===== src/rtl/bus_lane_pkg.sv =====
package bus_lane_pkg;

  typedef enum logic [2:0] {
    ST_IDLE = 3'd0,
    ST_T1   = 3'd1,
    ST_T2   = 3'd2,
    ST_T3   = 3'd3,
    ST_TW   = 3'd4,
    ST_T4   = 3'd5,
    ST_HOLD = 3'd6
  } busState_e;

  typedef enum logic [1:0] {
    RGN_OTHER = 2'd0,
    RGN_LOWER = 2'd1,
    RGN_UPPER = 2'd2
  } region_e;

  // strobes from the sequencer to the datapath
  typedef struct packed {
    logic loadReq;
    logic sampleStrap;
    logic inCycle;
    logic addrPhase;
    logic dataPhase;
  } laneStrobes_t;

endpackage


===== src/rtl/bus_lane_fsm.sv =====
module bus_lane_fsm
  import bus_lane_pkg::*;
(
  input  logic         clk,
  input  logic         rstN,
  input  logic         reqValid,
  input  logic [1:0]   reqLanes,
  input  logic         reqRefresh,
  input  logic         ready,
  input  logic         holdReq,
  output laneStrobes_t strobes,
  output logic [2:0]   tState,
  output logic         reqAccept,
  output logic         reqError,
  output logic         holdAck
);

  busState_e stateQ, stateD;
  logic      strapDoneQ;
  logic      atBoundary;
  logic      emptyReq;
  logic      startCycle;
  logic      grantHold;

  // strap window: first edge after reset release captures the pin
  always_ff @(posedge clk or negedge rstN) begin
    if (!rstN) strapDoneQ <= 1'b0;
    else       strapDoneQ <= 1'b1;
  end

  assign atBoundary = strapDoneQ && (stateQ == ST_IDLE || stateQ == ST_T4);
  assign grantHold  = atBoundary && holdReq;
  assign emptyReq   = (reqLanes == 2'b00) && !reqRefresh;
  assign reqAccept  = atBoundary && !holdReq && reqValid;
  assign reqError   = reqAccept && emptyReq;
  assign startCycle = reqAccept && !emptyReq;

  always_comb begin
    stateD = stateQ;
    unique case (stateQ)
      ST_IDLE, ST_T4: begin
        if (grantHold)       stateD = ST_HOLD;
        else if (startCycle) stateD = ST_T1;
        else                 stateD = ST_IDLE;
      end
      ST_T1:   stateD = ST_T2;
      ST_T2:   stateD = ST_T3;
      ST_T3:   stateD = ready ? ST_T4 : ST_TW;
      ST_TW:   stateD = ready ? ST_T4 : ST_TW;
      ST_HOLD: stateD = holdReq ? ST_HOLD : ST_IDLE;
      default: stateD = ST_IDLE;
    endcase
  end

  always_ff @(posedge clk or negedge rstN) begin
    if (!rstN) stateQ <= ST_IDLE;
    else       stateQ <= stateD;
  end

  always_comb begin
    strobes.loadReq     = startCycle;
    strobes.sampleStrap = !strapDoneQ;
    strobes.addrPhase   = (stateQ == ST_T1);
    strobes.dataPhase   = (stateQ == ST_T2) || (stateQ == ST_T3) ||
                          (stateQ == ST_TW) || (stateQ == ST_T4);
    strobes.inCycle     = strobes.addrPhase || strobes.dataPhase;
  end

  assign tState  = stateQ;
  assign holdAck = (stateQ == ST_HOLD);

endmodule


===== src/rtl/bus_lane_dp.sv =====
module bus_lane_dp
  import bus_lane_pkg::*;
#(
  parameter int ADDR_W = 20,
  parameter int AD_W   = 16
) (
  input  logic              clk,
  input  logic              rstN,
  input  laneStrobes_t      strobes,
  input  logic              strapPin,
  input  logic [ADDR_W-1:0] reqAddr,
  input  logic [1:0]        reqLanes,
  input  logic              reqRefresh,
  input  logic [1:0]        reqRegion,
  input  logic              cfgDisLower,
  input  logic              cfgDisUpper,
  output logic              bheN,
  output logic              bheOe,
  output logic [AD_W-1:0]   adOut,
  output logic              adOe,
  output logic              addrSuppressed,
  output logic [ADDR_W-1:0] aBus,
  output logic              refreshFlag
);

  logic [ADDR_W-1:0] addrQ;
  logic [1:0]        lanesQ;
  logic              refreshQ;
  logic              regionDisQ;
  logic              strapQ;
  logic              regionDisD;
  logic              codeBhe;
  logic              codeBit0;
  logic              suppress;

  always_comb begin
    unique case (region_e'(reqRegion))
      RGN_LOWER: regionDisD = cfgDisLower;
      RGN_UPPER: regionDisD = cfgDisUpper;
      default:   regionDisD = 1'b0;
    endcase
  end

  // strap register, held until the next reset
  always_ff @(posedge clk or negedge rstN) begin
    if (!rstN)                    strapQ <= 1'b0;
    else if (strobes.sampleStrap) strapQ <= strapPin;
  end

  always_ff @(posedge clk or negedge rstN) begin
    if (!rstN) begin
      addrQ      <= '0;
      lanesQ     <= '0;
      refreshQ   <= 1'b0;
      regionDisQ <= 1'b0;
    end else if (strobes.loadReq) begin
      addrQ      <= reqAddr;
      lanesQ     <= reqLanes;
      refreshQ   <= reqRefresh;
      regionDisQ <= regionDisD;
    end
  end

  always_comb begin
    if (refreshQ) begin
      codeBhe  = 1'b1;
      codeBit0 = 1'b1;
    end else begin
      codeBhe  = !lanesQ[1];
      codeBit0 = !lanesQ[0];
    end
  end

  assign suppress       = strapQ && regionDisQ && !refreshQ;
  assign bheOe          = strobes.inCycle;
  assign bheN           = strobes.inCycle ? codeBhe : 1'b1;
  assign adOut          = strobes.addrPhase ? {addrQ[AD_W-1:1], codeBit0} : '0;
  assign adOe           = strobes.addrPhase && !suppress;
  assign addrSuppressed = strobes.addrPhase && suppress;
  assign aBus           = strobes.inCycle ? addrQ : '0;
  assign refreshFlag    = strobes.inCycle && refreshQ;

endmodule


===== src/rtl/bus_lane_ctrl.sv =====
module bus_lane_ctrl
  import bus_lane_pkg::*;
#(
  parameter int ADDR_W = 20,
  parameter int AD_W   = 16
) (
  input  logic              clk,
  input  logic              rstN,
  input  logic              strapPin,
  input  logic              reqValid,
  input  logic [ADDR_W-1:0] reqAddr,
  input  logic [1:0]        reqLanes,
  input  logic              reqRefresh,
  input  logic [1:0]        reqRegion,
  input  logic              cfgDisLower,
  input  logic              cfgDisUpper,
  input  logic              ready,
  input  logic              holdReq,
  output logic              reqAccept,
  output logic              reqError,
  output logic              holdAck,
  output logic [2:0]        tState,
  output logic              bheN,
  output logic              bheOe,
  output logic [AD_W-1:0]   adOut,
  output logic              adOe,
  output logic              addrSuppressed,
  output logic [ADDR_W-1:0] aBus,
  output logic              refreshFlag,
  output logic              dataPhase
);

  laneStrobes_t strobes;

  bus_lane_fsm i_fsm (
    .clk        (clk),
    .rstN       (rstN),
    .reqValid   (reqValid),
    .reqLanes   (reqLanes),
    .reqRefresh (reqRefresh),
    .ready      (ready),
    .holdReq    (holdReq),
    .strobes    (strobes),
    .tState     (tState),
    .reqAccept  (reqAccept),
    .reqError   (reqError),
    .holdAck    (holdAck)
  );

  bus_lane_dp #(.ADDR_W(ADDR_W), .AD_W(AD_W)) i_dp (
    .clk            (clk),
    .rstN           (rstN),
    .strobes        (strobes),
    .strapPin       (strapPin),
    .reqAddr        (reqAddr),
    .reqLanes       (reqLanes),
    .reqRefresh     (reqRefresh),
    .reqRegion      (reqRegion),
    .cfgDisLower    (cfgDisLower),
    .cfgDisUpper    (cfgDisUpper),
    .bheN           (bheN),
    .bheOe          (bheOe),
    .adOut          (adOut),
    .adOe           (adOe),
    .addrSuppressed (addrSuppressed),
    .aBus           (aBus),
    .refreshFlag    (refreshFlag)
  );

  assign dataPhase = strobes.dataPhase;

endmodule


===== config.mk =====
export PLATFORM = sky130hd
export DESIGN_NAME = bus_lane_ctrl
export DESIGN_NICKNAME = d
export VERILOG_FILES = /design/src/rtl/bus_lane_pkg.sv /design/src/rtl/bus_lane_fsm.sv /design/src/rtl/bus_lane_dp.sv /design/src/rtl/bus_lane_ctrl.sv
export SDC_FILE = /design/constraint.sdc
export NUM_CORES = 1
export LEC_CHECK = 0
export BUFFER_PORTS_ARGS = -buffer_cell sky130_fd_sc_hd__buf_4
export CELL_PAD_IN_SITES_DETAIL_PLACEMENT = 1
export CELL_PAD_IN_SITES_GLOBAL_PLACEMENT = 2
export CORE_MARGIN = 3
export CORE_UTILIZATION = 27
export DETAILED_ROUTE_END_ITERATION = 10
export GPL_TIMING_DRIVEN = 0
export PLACE_DENSITY = 0.82
export SLEW_MARGIN = 0
export SYNTH_ARGS = -nofsm -noshare
export SYNTH_HDL_FRONTEND = slang
export SYNTH_SLANG_ARGS = --single-unit
export TNS_END_PERCENT = 5

===== constraint.sdc =====
create_clock -name clk -period 2.1 [get_ports clk]
set_input_delay 0.63 -clock clk [delete_from_list [all_inputs] [get_ports clk]]
set_output_delay 0.63 -clock clk [all_outputs]
set_load 0.02 [all_outputs]

# After elaboration in Yosys (flattened, before gate mapping)
# Cells that the tools add are included.
[classes]
eq_ne = 8
n_mux = 11
n_reduce_logical = 28
[op_table]
columns = ["op", "n"]
rows = [
  ["2-to-1 mux 20 bit", 1],
  ["2-to-1 mux 16 bit", 1],
  ["one-hot mux 3 bit (5 select lines)", 1],
  ["logical AND 1 bit", 12],
  ["equality test 3 bit, second input constant", 3],
  ["logical NOT 1 bit", 7],
  ["equality test 3 x 2 -> 1 bit, second input constant", 2],
  ["2-to-1 mux 3 bit", 2],
  ["logical OR 1 bit", 5],
  ["2-to-1 mux 1 bit", 5],
  ["OR reduction 2 bit", 2],
  ["equality test 3 x 1 -> 1 bit, second input constant", 1],
  ["logical NOT 3 bit", 1],
  ["equality test 2 x 1 -> 1 bit, second input constant", 1],
  ["equality test 2 bit, second input constant", 1],
  ["logical NOT 2 bit", 1],
  ["one-hot mux 1 bit (2 select lines)", 1],
]
[word_totals]
regBits = 29
out_inout_bits = 48

# Longest topological paths before layout
# Gate-level depths: netlist of run 1.
[logic_depth]
depth_word = 9
mapped_depth = 5
ltp_nobuf = 5

# Modules after synthesis
# A second synthesis of run 1 with hierarchy kept.
[unflattened]
cells_unflattened = 144
hier_area_um2 = 1659.1
[modules_own_cells]
columns = ["module", "cells_each", "n_inst", "seq_area_each_um2", "area_per_inst_um2"]
rows = [
  ["bus_lane_dp", 107, 1, 625.6, 1338.8],
  ["bus_lane_fsm", 37, 1, 100.1, 320.3],
]

# Worst setup path before layout of run 1
# No wires, ideal clock.
[synth_timing]
path_kind = "reg-to-output"
from = "reg i_fsm.stateQ[0] (netlist: i_fsm.tState[0])"
to = "out aBus[11]"
t_required_ps = 1470
arrival_time_ps = 1602
path_slack_ps = -132
path_buffers = 2
stages_incl_launch_ff = 6
path_cell_list = "dfrtp_1 > buf_2 > nor3_1 > a21oi_1 > clkbuf_1 > and2_1"
[synth_via]
elab_chain_cells = 6
[synth_lines]
columns = ["item", "line_no", "text"]
rows = [
  ["start, declared", "bus_lane_fsm.sv:18", "busState_e stateQ, stateD;"],
  ["start signal, assigned", "bus_lane_fsm.sv:57", "else stateQ <= stateD;"],
  ["equality test 3 x 2 -> 1 bit", "bus_lane_fsm.sv:64", "strobes.dataPhase = (stateQ == ST_T2) || (stateQ == ST_T3) ||"],
  ["logical OR 1 bit (2 in series)", "bus_lane_fsm.sv:64", ""],
  ["logical OR 1 bit", "bus_lane_fsm.sv:65", "(stateQ == ST_TW) || (stateQ == ST_T4);"],
  ["logical OR 1 bit *", "bus_lane_fsm.sv:66", "strobes.inCycle = strobes.addrPhase || strobes.dataPhase;"],
  ["named net bheOe", "bus_lane_ctrl.sv:24", "output logic bheOe,"],
  ["2-to-1 mux 20 bit *", "bus_lane_dp.sv:80", "assign aBus = strobes.inCycle ? addrQ : '0;"],
  ["end, declared", "bus_lane_ctrl.sv:28", "output logic [ADDR_W-1:0] aBus,"],
]
# Mark *: on every way through the listed nets, which the timed path passes. The rest lies on a longest branch.

# Final worst setup path of run 1
[layout_timing]
from = "reg i_fsm.stateQ[1] (netlist: i_fsm.tState[1])"
to = "out addrSuppressed"
[layout_via]
elab_chain_cells = 2
[layout_lines]
columns = ["item", "line_no", "text"]
rows = [
  ["equality test 3 x 1 -> 1 bit", "bus_lane_fsm.sv:63", "strobes.addrPhase = (stateQ == ST_T1);"],
  ["logical AND 1 bit", "bus_lane_dp.sv:79", "assign addrSuppressed = strobes.addrPhase && suppress;"],
  ["end, declared", "bus_lane_ctrl.sv:27", "output logic addrSuppressed,"],
]
# No other way between the ends.

==> results of run 1 <==
[per-stage QoR]
stage | setup WS [ps] | utilization [%] | cells
finish | -136 | 50.3 | 312
global route | -229 | 50.3 | 312
CTS | -122 | 47.1 | 308
detailed placement | -445 | 41.0 | 291
global placement | -432 | 41.0 | 291
floorplan | -75.0 | - | 139
[cell type report]
class | count | area, µm²
well taps | 72 | 90.1
repair buffers | 93 | 867
plain buffers | 8 | 101
clock buffers | 6 | 72.6
fillers | 601 | 2800
clock inverters | 2 | 10.0
flip-flops and latches | 29 | 726
multi-input cells | 97 | 955
inverters | 5 | 18.8
[worst max-delay path: cells and delay by family (launching register included)]
kind,cells,cell delay (ps)
buf+inv,4,550
flops,1,400
simple gates,2,390
[cell usage in the layout (no fill, tap or decap), types with 2 or more instances in the layout]
cell / synthesis / layout
a22o_1: 3 / 3
dfrtp_1: 29 / 29
buf_4: 0 / 49
a21oi_1: 3 / 2
mux2_2: 7 / 7
clkbuf_8: 0 / 5
and2_1: 36 / 3
clkinv_2: 0 / 2
nor2b_1: 2 / 2
and2_4: 0 / 33
buf_6: 3 / 48
ha_1: 2 / 2
nor2_1: 3 / 3
buf_8: 0 / 4
inv_1: 5 / 4
nand2_1: 7 / 6
mux2_4: 16 / 16
[report_power, final]
group / switching, µW / total [µW] / internal, µW / leakage [µW]
registers: 197 / 1020 / 820 / 0.000356
logic: 1380 / 3220 / 1840 / 0.00104
clock network: 204 / 433 / 229 / 0.0000450
[logic make-up after synthesis]
group           after synthesis  share of synthesized area (%)
simple gates                 57                           22.1
other cells                   1                          0.231
fa+ha+maj                     3                           2.16
buf+inv                      13                           4.56
xor+xnor                      1                           1.00
flops                        29                           44.8
mux                          23                           19.7
compound gates               12                           5.48
[per-layer routing]
metal,vias to the layer above,GRT usage [%]
li1,665,-
met1,651,17.8
met2,54,21.5
met3,5,4.44
met4,0,3.95
met5,-,0
[worst paths after layout]
kind                                  from               to  slack, ps  cells past startpoint
min reg2reg                  i_dp.addrQ[0]    i_dp.addrQ[0]        500                      1
max in group asynchronous             rstN    i_dp.addrQ[6]       1560                      1
max reg2reg                i_fsm.tState[2]   i_dp.addrQ[14]        410                      6
max                        i_fsm.tState[1]   addrSuppressed       -140                      6
min in group clk             i_dp.addrQ[0]    i_dp.addrQ[0]        500                      1
min                                   rstN  i_fsm.tState[0]        270                      1
[timing repair]
action / CTS / global route
setup buffers: 8 / 4
pin swaps: 12 / 14
endpoints found under the setup margin: 44 / 44
cloned: 1 / 0
hold buffers: 0 / 0
gates resized for setup: 53 / 51
[state kept, by name (all words and copies together), names as in the netlist]
name              count
i_dp.refreshQ         1
i_dp.strapQ           1
i_dp.addrQ           20
i_fsm.strapDoneQ      1
i_fsm.tState          3
i_dp.lanesQ           2
i_dp.regionDisQ       1
==> metrics.txt, run 1 <==
Final nets=274; setup_tns=-2600 ps; count leader, synth=and2_1; io pins=81; Worst Skew=2.37 ps; Core Rows=27; Placement Cell Area=2310 µm²; Global Route Usage Sum=13.6%; Tmin final=2240 ps; vias in the first global route=1,481; RSZ-0062 raised after global routing=yes; crit end category=primary output; H-tree lvl count=2; sequential share of the synthesized area=44.8%; mapped cell area=1620 µm²; CP dominant cell by count=buf_6; fin area=2840 µm²; setup violators final=39; ranking of synthesized cells by area=dfrtp_1 (45%), mux2_4 (15%), and2_1 (14%); synthesized net count=174; grt ovf=0; first-pass GRT wire length=7560 µm; chip width=83.5 µm; port bufs=80; Max-cap violations=0; CORE AREA=5640 µm²; clock transition at the registers of the reported paths=60 ps; TritonCTS clock tree=done; share of layout cells above drive strength 1=72.9%; crit path launch type=register; met2 WL=2330 µm; Area growth, synth to finish=75.3%; ant diodes=0; DR top layer=met4; fmax=447 MHz; Crit Path Class=reg2out; Critical Path Slowest Stage Cell=dfrtp_1; outcome=finished with violations; Die ar.=6970 µm²; leakage power=0.00144 µW; initial antenna violation count=0; crit-path cells=buf_6 -> nor3b_4 -> buf_6 -> buf_6 -> nor3b_2 -> buf_4; worst IR drop on VDD=675 µV; Clock Latency Late Sink=270 ps; CP max FO=7; drt first pass iters=4; synth cell count leaders=and2_1 (36), dfrtp_1 (29), mux2_4 (16); Final ANT Viol Nets=0; HP Class=in2async; Final Slew Violations=0; Largest stage delay, worst path=400 ps; Final WS setup=-136 ps; Yosys cell types=32; 1st-iter DRT viols=27; met3 WL=384 µm; syn_area_per_cell=11.7 µm²; number of flops mapped to enable cells by yosys=0; Primary FF master, synth=dfrtp_1; total length of routed wires=4690 µm; Vias/cell=4.41; drt drc=0; clock buffer depth=2; failing checks=setup timing; Starting Density=28.7%; pwr/cell area=1650 nW/µm²; Post-Synthesis Cells=139; Final period util=106%; Final Hold Fails=0; post-DP HPWL=3280 µm; share of the synthesized area in the top cell type=44.8%; CP arrival=1610 ps; CTS root buffer=clkbuf_8; hold slack=272 ps; share of synthesized registers carrying an async set or reset=100%; TritonCTS Buffers=5; gpl congestion=0.708; clk sinks=29; YS warnings=0; Synth area leader=dfrtp_1; DR WL/cell=15.0 µm; critical path required time=1470 ps; Tot Pwr=4670 µW; Die Height=83.5 µm; #FFs+latches synth=29; largest net degree at the start of global routing=30; M1 WL=1940 µm; routed via count=1,375
No activity file was read; power rests on OpenSTA's default activity.
==> run 2: changes to the inputs <==
ABC_AREA = 1   (was unset)
CORE_UTILIZATION = 22   (was 27)
PLACE_DENSITY = 0.81   (was 0.82)
==> metrics.txt, run 2 <==
outcome=finished with violations; failing checks=setup timing; hold slack=273 ps; sequential share of the synthesized area=47.5%; largest net degree at the start of global routing=30; 1st-iter DRT viols=32; Worst setup startpoint=i_fsm.tState[0]; H-tree lvl count=2; share of synthesized registers carrying an async set or reset=100%; #FFs+latches synth=29; io pins=81; register-to-register setup slack=410 ps; clock buffer depth=2; Vias/cell=4.28; pwr/cell area=1690 nW/µm²; main combinational cell family by area after synthesis=simple AND/OR/NAND/NOR gates; crit-path cells=nor2_4 -> nand2_2 -> nand2_2 -> nor2_4 -> nand2_4 -> inv_8 -> clkbuf_16 -> nor2_4 -> buf_6; Global Route Usage Sum=13.6%; Most flops, register=i_dp.addrQ; Tmin final=2270 ps; Final period util=108%; YS warnings=0; Starting Density=23.4%; vias in the first global route=1,730; share of the synthesized area in the top cell type=47.5%; Critical Path Slowest Stage Cell=dfrtp_2; post-synthesis compound-gate area fraction=1.06%; commonest non-fill, non-tap cell in the layout=nand2_1; CP max FO=7; TritonCTS clock tree=done; Die ar.=7980 µm²; Crit Path Class=reg2out; total number of cells along the worst setup path=9; chip width=89.3 µm; Final ANT Viol Nets=0; ant diodes=0; routed via count=1,675; crit path launch type=register; clk sinks=29; cell family with most CP delay=simple AND/OR/NAND/NOR gates; R2R Path End=i_dp.lanesQ[1]; fmax=440 MHz; CORE AREA=6530 µm²; fraction of the mapped netlist area in adder cells=1.64%; first-pass GRT wire length=8160 µm; Synth area leader=dfrtp_1; proportion of synthesized area in mux cells=0.737%; fillers=804; TritonCTS Buffers=5; Area growth, synth to finish=76.7%; fin area=2700 µm²; post-layout util=41.3%; Clock Latency Late Sink=280 ps; Final Hold Fails=0; initial antenna violation count=0; share of layout cells above drive strength 1=47.8%; Largest stage delay, worst path=490 ps; CTS root buffer=clkbuf_8; port bufs=80; CP arrival=1640 ps; count leader, synth=nand2_1; reg2reg path depth=8; total length of routed wires=5200 µm; gpl congestion=0.754; Final nets=348; XOR/XNOR share of the synthesized area=0%; grt ovf=0; most frequent cells in the layout=nand2_1 (80), buf_4 (74), inv_1 (26), dfrtp_1 (26), nor2_1 (21); Post-Synth Simple-Gate Area=37.3%; syn_area_per_cell=7.07 µm²; mapped cell area=1530 µm²; Primary FF master, synth=dfrtp_1; Placement Cell Area=2220 µm²; Worst Skew=10.5 ps; drt first pass iters=2; clock transition at the registers of the reported paths=70 ps; Final Slew Violations=0; synth cell count leaders=nand2_1 (83), nor2_1 (42), inv_1 (30); post-DP HPWL=3770 µm; Max-cap violations=0; Buf/Inv on CP=3; CP Capture Point=aBus[1]; worst IR drop on VDD=573 µV; Die Height=89.3 µm; HP Class=in2async; CP dominant cell by count=nor2_4; Final WS setup=-172 ps; number of flops mapped to enable cells by yosys=0; crit end category=primary output; synthesized net count=251; critical path required time=1470 ps; DR WL/cell=13.3 µm; Core Rows=29; setup violators final=24; Post-Synthesis Cells=216; drt drc=0; max FFs per register=20; Yosys cell types=22; ranking of synthesized cells by area=dfrtp_1 (48%), nand2_1 (20%), nor2_1 (10%); leakage power=0.00145 µW; FF-to-FF Start=i_fsm.tState[0]; RSZ-0062 raised after global routing=yes
==> run 2: changes by cell type in the layout (fill, tap and decap cells not counted), moves of 16 or more <==
cell and delta:
nand2_1 +74, and2_4 -33, buf_6 -29, buf_4 +25, inv_1 +22, nor2_1 +18, mux2_4 -16
==> run 2: area by class of cell <==
type,instances,area [µm²],area share (%)
plain buffers,7,75.1,2.78
clock buffers,7,86.3,3.20
clock inverters,1,30.0,1.11
inverters,33,138,5.10
multi-input cells,147,796,29.5
flip-flops and latches,29,729,27.0
well taps,77,96.3,3.57
repair buffers,90,749,27.8
==> run 2: cell families (layout without fill, tap and decap cells) <==
logic type	Yosys count	count (layout)
multiplexers	1	1
other	1	1
adder cells (fa/ha/maj)	2	2
AO/OA/AOI/OAI	3	3
AND/OR/NAND/NOR	140	140
buffers and inverters	40	138
flip-flops	29	29
==> run 2: routing by layer <==
metal | up-vias | track usage (%) | share of wire, %
met5 | - | 0 | 0
met4 | 0 | 4.60 | 1.2
met3 | 10 | 3.32 | 5.4
met2 | 52 | 23.8 | 53
met1 | 787 | 16.1 | 41
li1 | 826 | - | -
==> run 2: how the worst min path moves through the flow <==
stage,start,to,depth (start not counted),slack (ps)
CTS,rstN,i_dp.addrQ[14],1,280
floorplan,rstN,i_dp.addrQ[0],0,330
finish,rstN,i_fsm.tState[0],1,270
detailed placement,i_dp.lanesQ[1],i_dp.lanesQ[1],2,460
global route,rstN,i_fsm.tState[0],1,290
global placement,i_dp.refreshQ,i_dp.refreshQ,2,450
==> run 2: worst register-to-register path: stages (launching register included) <==
cell	delay, ps
dfrtp_2	490
nor2_4	140
buf_4	110
nand2_1	50
nand2_1	140
nand4_2	230
buf_2	280
nand2_1	90
nand2_1	50
==> run 2: repair_timing <==
| action | in CTS | in global routing |
|---|---|---|
| cloned | 1 | 1 |
| setup endpoints to repair | 37 | 38 |
| buffers inserted | 6 | 2 |
| resized for setup | 39 | 42 |
| pin swaps | 5 | 4 |
| endpoints found under the hold margin | 0 | 0 |
| hold buffers | 0 | 0 |
==> run 2: power by group <==
group	total (µW)	switching (µW)	internal, µW
combinational	2960	1640	1320
sequential	997	194	803
clock	600	214	386
==> run 2: through the flow <==
step / setup TNS [ps] / std cells / setup slack (ps) / total power, µW
after detailed placement: -2080 / 373 / -131 / 3070
final: -2980 / 391 / -172 / 4560
after CTS: -3160 / 388 / -161 / 4120
after global routing: -5220 / 391 / -270 / 4910
after floorplan: -1570 / 216 / -78.6 / 2180
after global placement: -1570 / 373 / -115 / 3020
==> run 3: changes to the inputs <==
ABC_AREA = unset   (was 1)
CORE_ASPECT_RATIO = 0.7   (was unset)
CORE_UTILIZATION = 27   (was 22)
MAX_ROUTING_LAYER = met4   (was unset)
PLACE_DENSITY = 0.82   (was 0.81)
==> metrics.txt, run 3 (synthesis gave the netlist of run 1 again) <==
outcome=finished with violations; failing checks=setup timing; crit end category=primary output; clock transition at the registers of the reported paths=70 ps; clk sinks=29; crit path launch type=register; Final Slew Violations=0; Final ANT Viol Nets=0; drt drc=0; Final period util=106%; RSZ-0062 raised after global routing=yes; HP Class=in2async; CORE AREA=5510 µm²; ant diodes=0; routed via count=1,397; gpl congestion=0.734; setup_tns=-3100 ps; CP max FO=6; commonest non-fill, non-tap cell in the layout=buf_4; Clock Latency Late Sink=290 ps; leakage power=0.00140 µW; Final Hold Fails=0; clock buffer depth=2; largest net degree at the start of global routing=30; fillers=623; Vias/cell=4.54; Final WS setup=-122 ps; post-DP HPWL=3470 µm; initial antenna violation count=0; pre-CTS WS=-399 ps; vias in the first global route=1,442; Max-cap violations=0; reg2reg path depth=6; critical path required time=1470 ps; share of layout cells above drive strength 1=70.8%; worst IR drop on VDD=612 µV; Crit Path Class=reg2out; drt first pass iters=3; io pins=81; first-pass GRT wire length=7770 µm; total length of routed wires=5000 µm; TritonCTS Buffers=5; setup violators final=43; pwr/cell area=1660 nW/µm²; DR WL/cell=16.2 µm; Global Route Usage Sum=14.9%; CTS hold repair buffers=0; grt ovf=0; CP arrival=1590 ps; Die Height=70.8 µm; TritonCTS clock tree=done; Core Rows=22; Tot Pwr=4600 µW; most frequent cells in the layout=buf_4 (51), buf_6 (41), dfrtp_1 (29); fmax=450 MHz; Final nets=270; chip width=98.6 µm; Tmin final=2220 ps; 1st-iter DRT viols=19; Most flops, register=i_dp.addrQ; H-tree lvl count=2; CTS root buffer=clkbuf_8; Worst Skew=7.06 ps; Die ar.=6980 µm²; Area growth, synth to finish=71.3%; max FFs per register=20; Starting Density=29.4%; port bufs=80
## run 3: cell type report
type | count | area, µm² | area share [%]
clock buffers | 6 | 72.6 | 2.61
repair buffers | 89 | 813 | 29.3
flip-flops and latches | 29 | 726 | 26.1
well taps | 72 | 90.1 | 3.25
inverters | 5 | 18.8 | 0.676
plain buffers | 8 | 100 | 3.61
multi-input cells | 97 | 945 | 34.0
clock inverters | 2 | 10.0 | 0.361
## run 3: timing repair
action,4_1_cts,5_1_grt
pin swaps,8,12
endpoints found under the setup margin,44,44
buffers inserted,4,4
gates cloned,0,1
gates resized for setup,45,45
## run 3: power by group
group          total, µW  internal (µW)  switching [µW]
clock                453            229             224
sequential          1010            820             191
combinational       3140           1760            1380
total               4600           2810            1790
## run 3: worst max-delay path, stage by stage, from the launching register on
cell and delay (ps):
dfrtp_1 410, buf_6 150, nor3b_4 250, buf_6 140
buf_12 100, and2_4 130, buf_6 110
## run 3: metal layers
metal,routed length [µm],GRT usage (%),vias to the layer above
li1,-,-,657
met3,281,5.42,4
met5,0,-,-
met2,2310,20.7,53
met4,31,3.18,0
met1,2370,20.6,683
## run 3: path summary, 6_finish.rpt
path | endpoint | slack, ps | from
setup / recovery | adOut[15] | -120 | i_fsm.tState[1]
hold / removal | i_dp.addrQ[0] | 260 | rstN
setup reg to reg | i_dp.addrQ[12] | 440 | i_fsm.tState[0]
hold reg to reg | i_dp.addrQ[0] | 500 | i_dp.addrQ[0]
max in group asynchronous | i_dp.addrQ[2] | 1540 | rstN
min in group clk | i_dp.addrQ[0] | 500 | i_dp.addrQ[0]
## run 3: through the flow
step	area [µm²]	util (%)	hold slack, ps	instances
2_1_floorplan	1620	-	334	139
3_3_place_gp	2310	42.0	481	291
3_5_place_dp	2310	42.0	487	291
4_1_cts	2590	47.1	281	303
5_1_grt	2780	50.4	292	308
6_report	2780	50.4	257	308
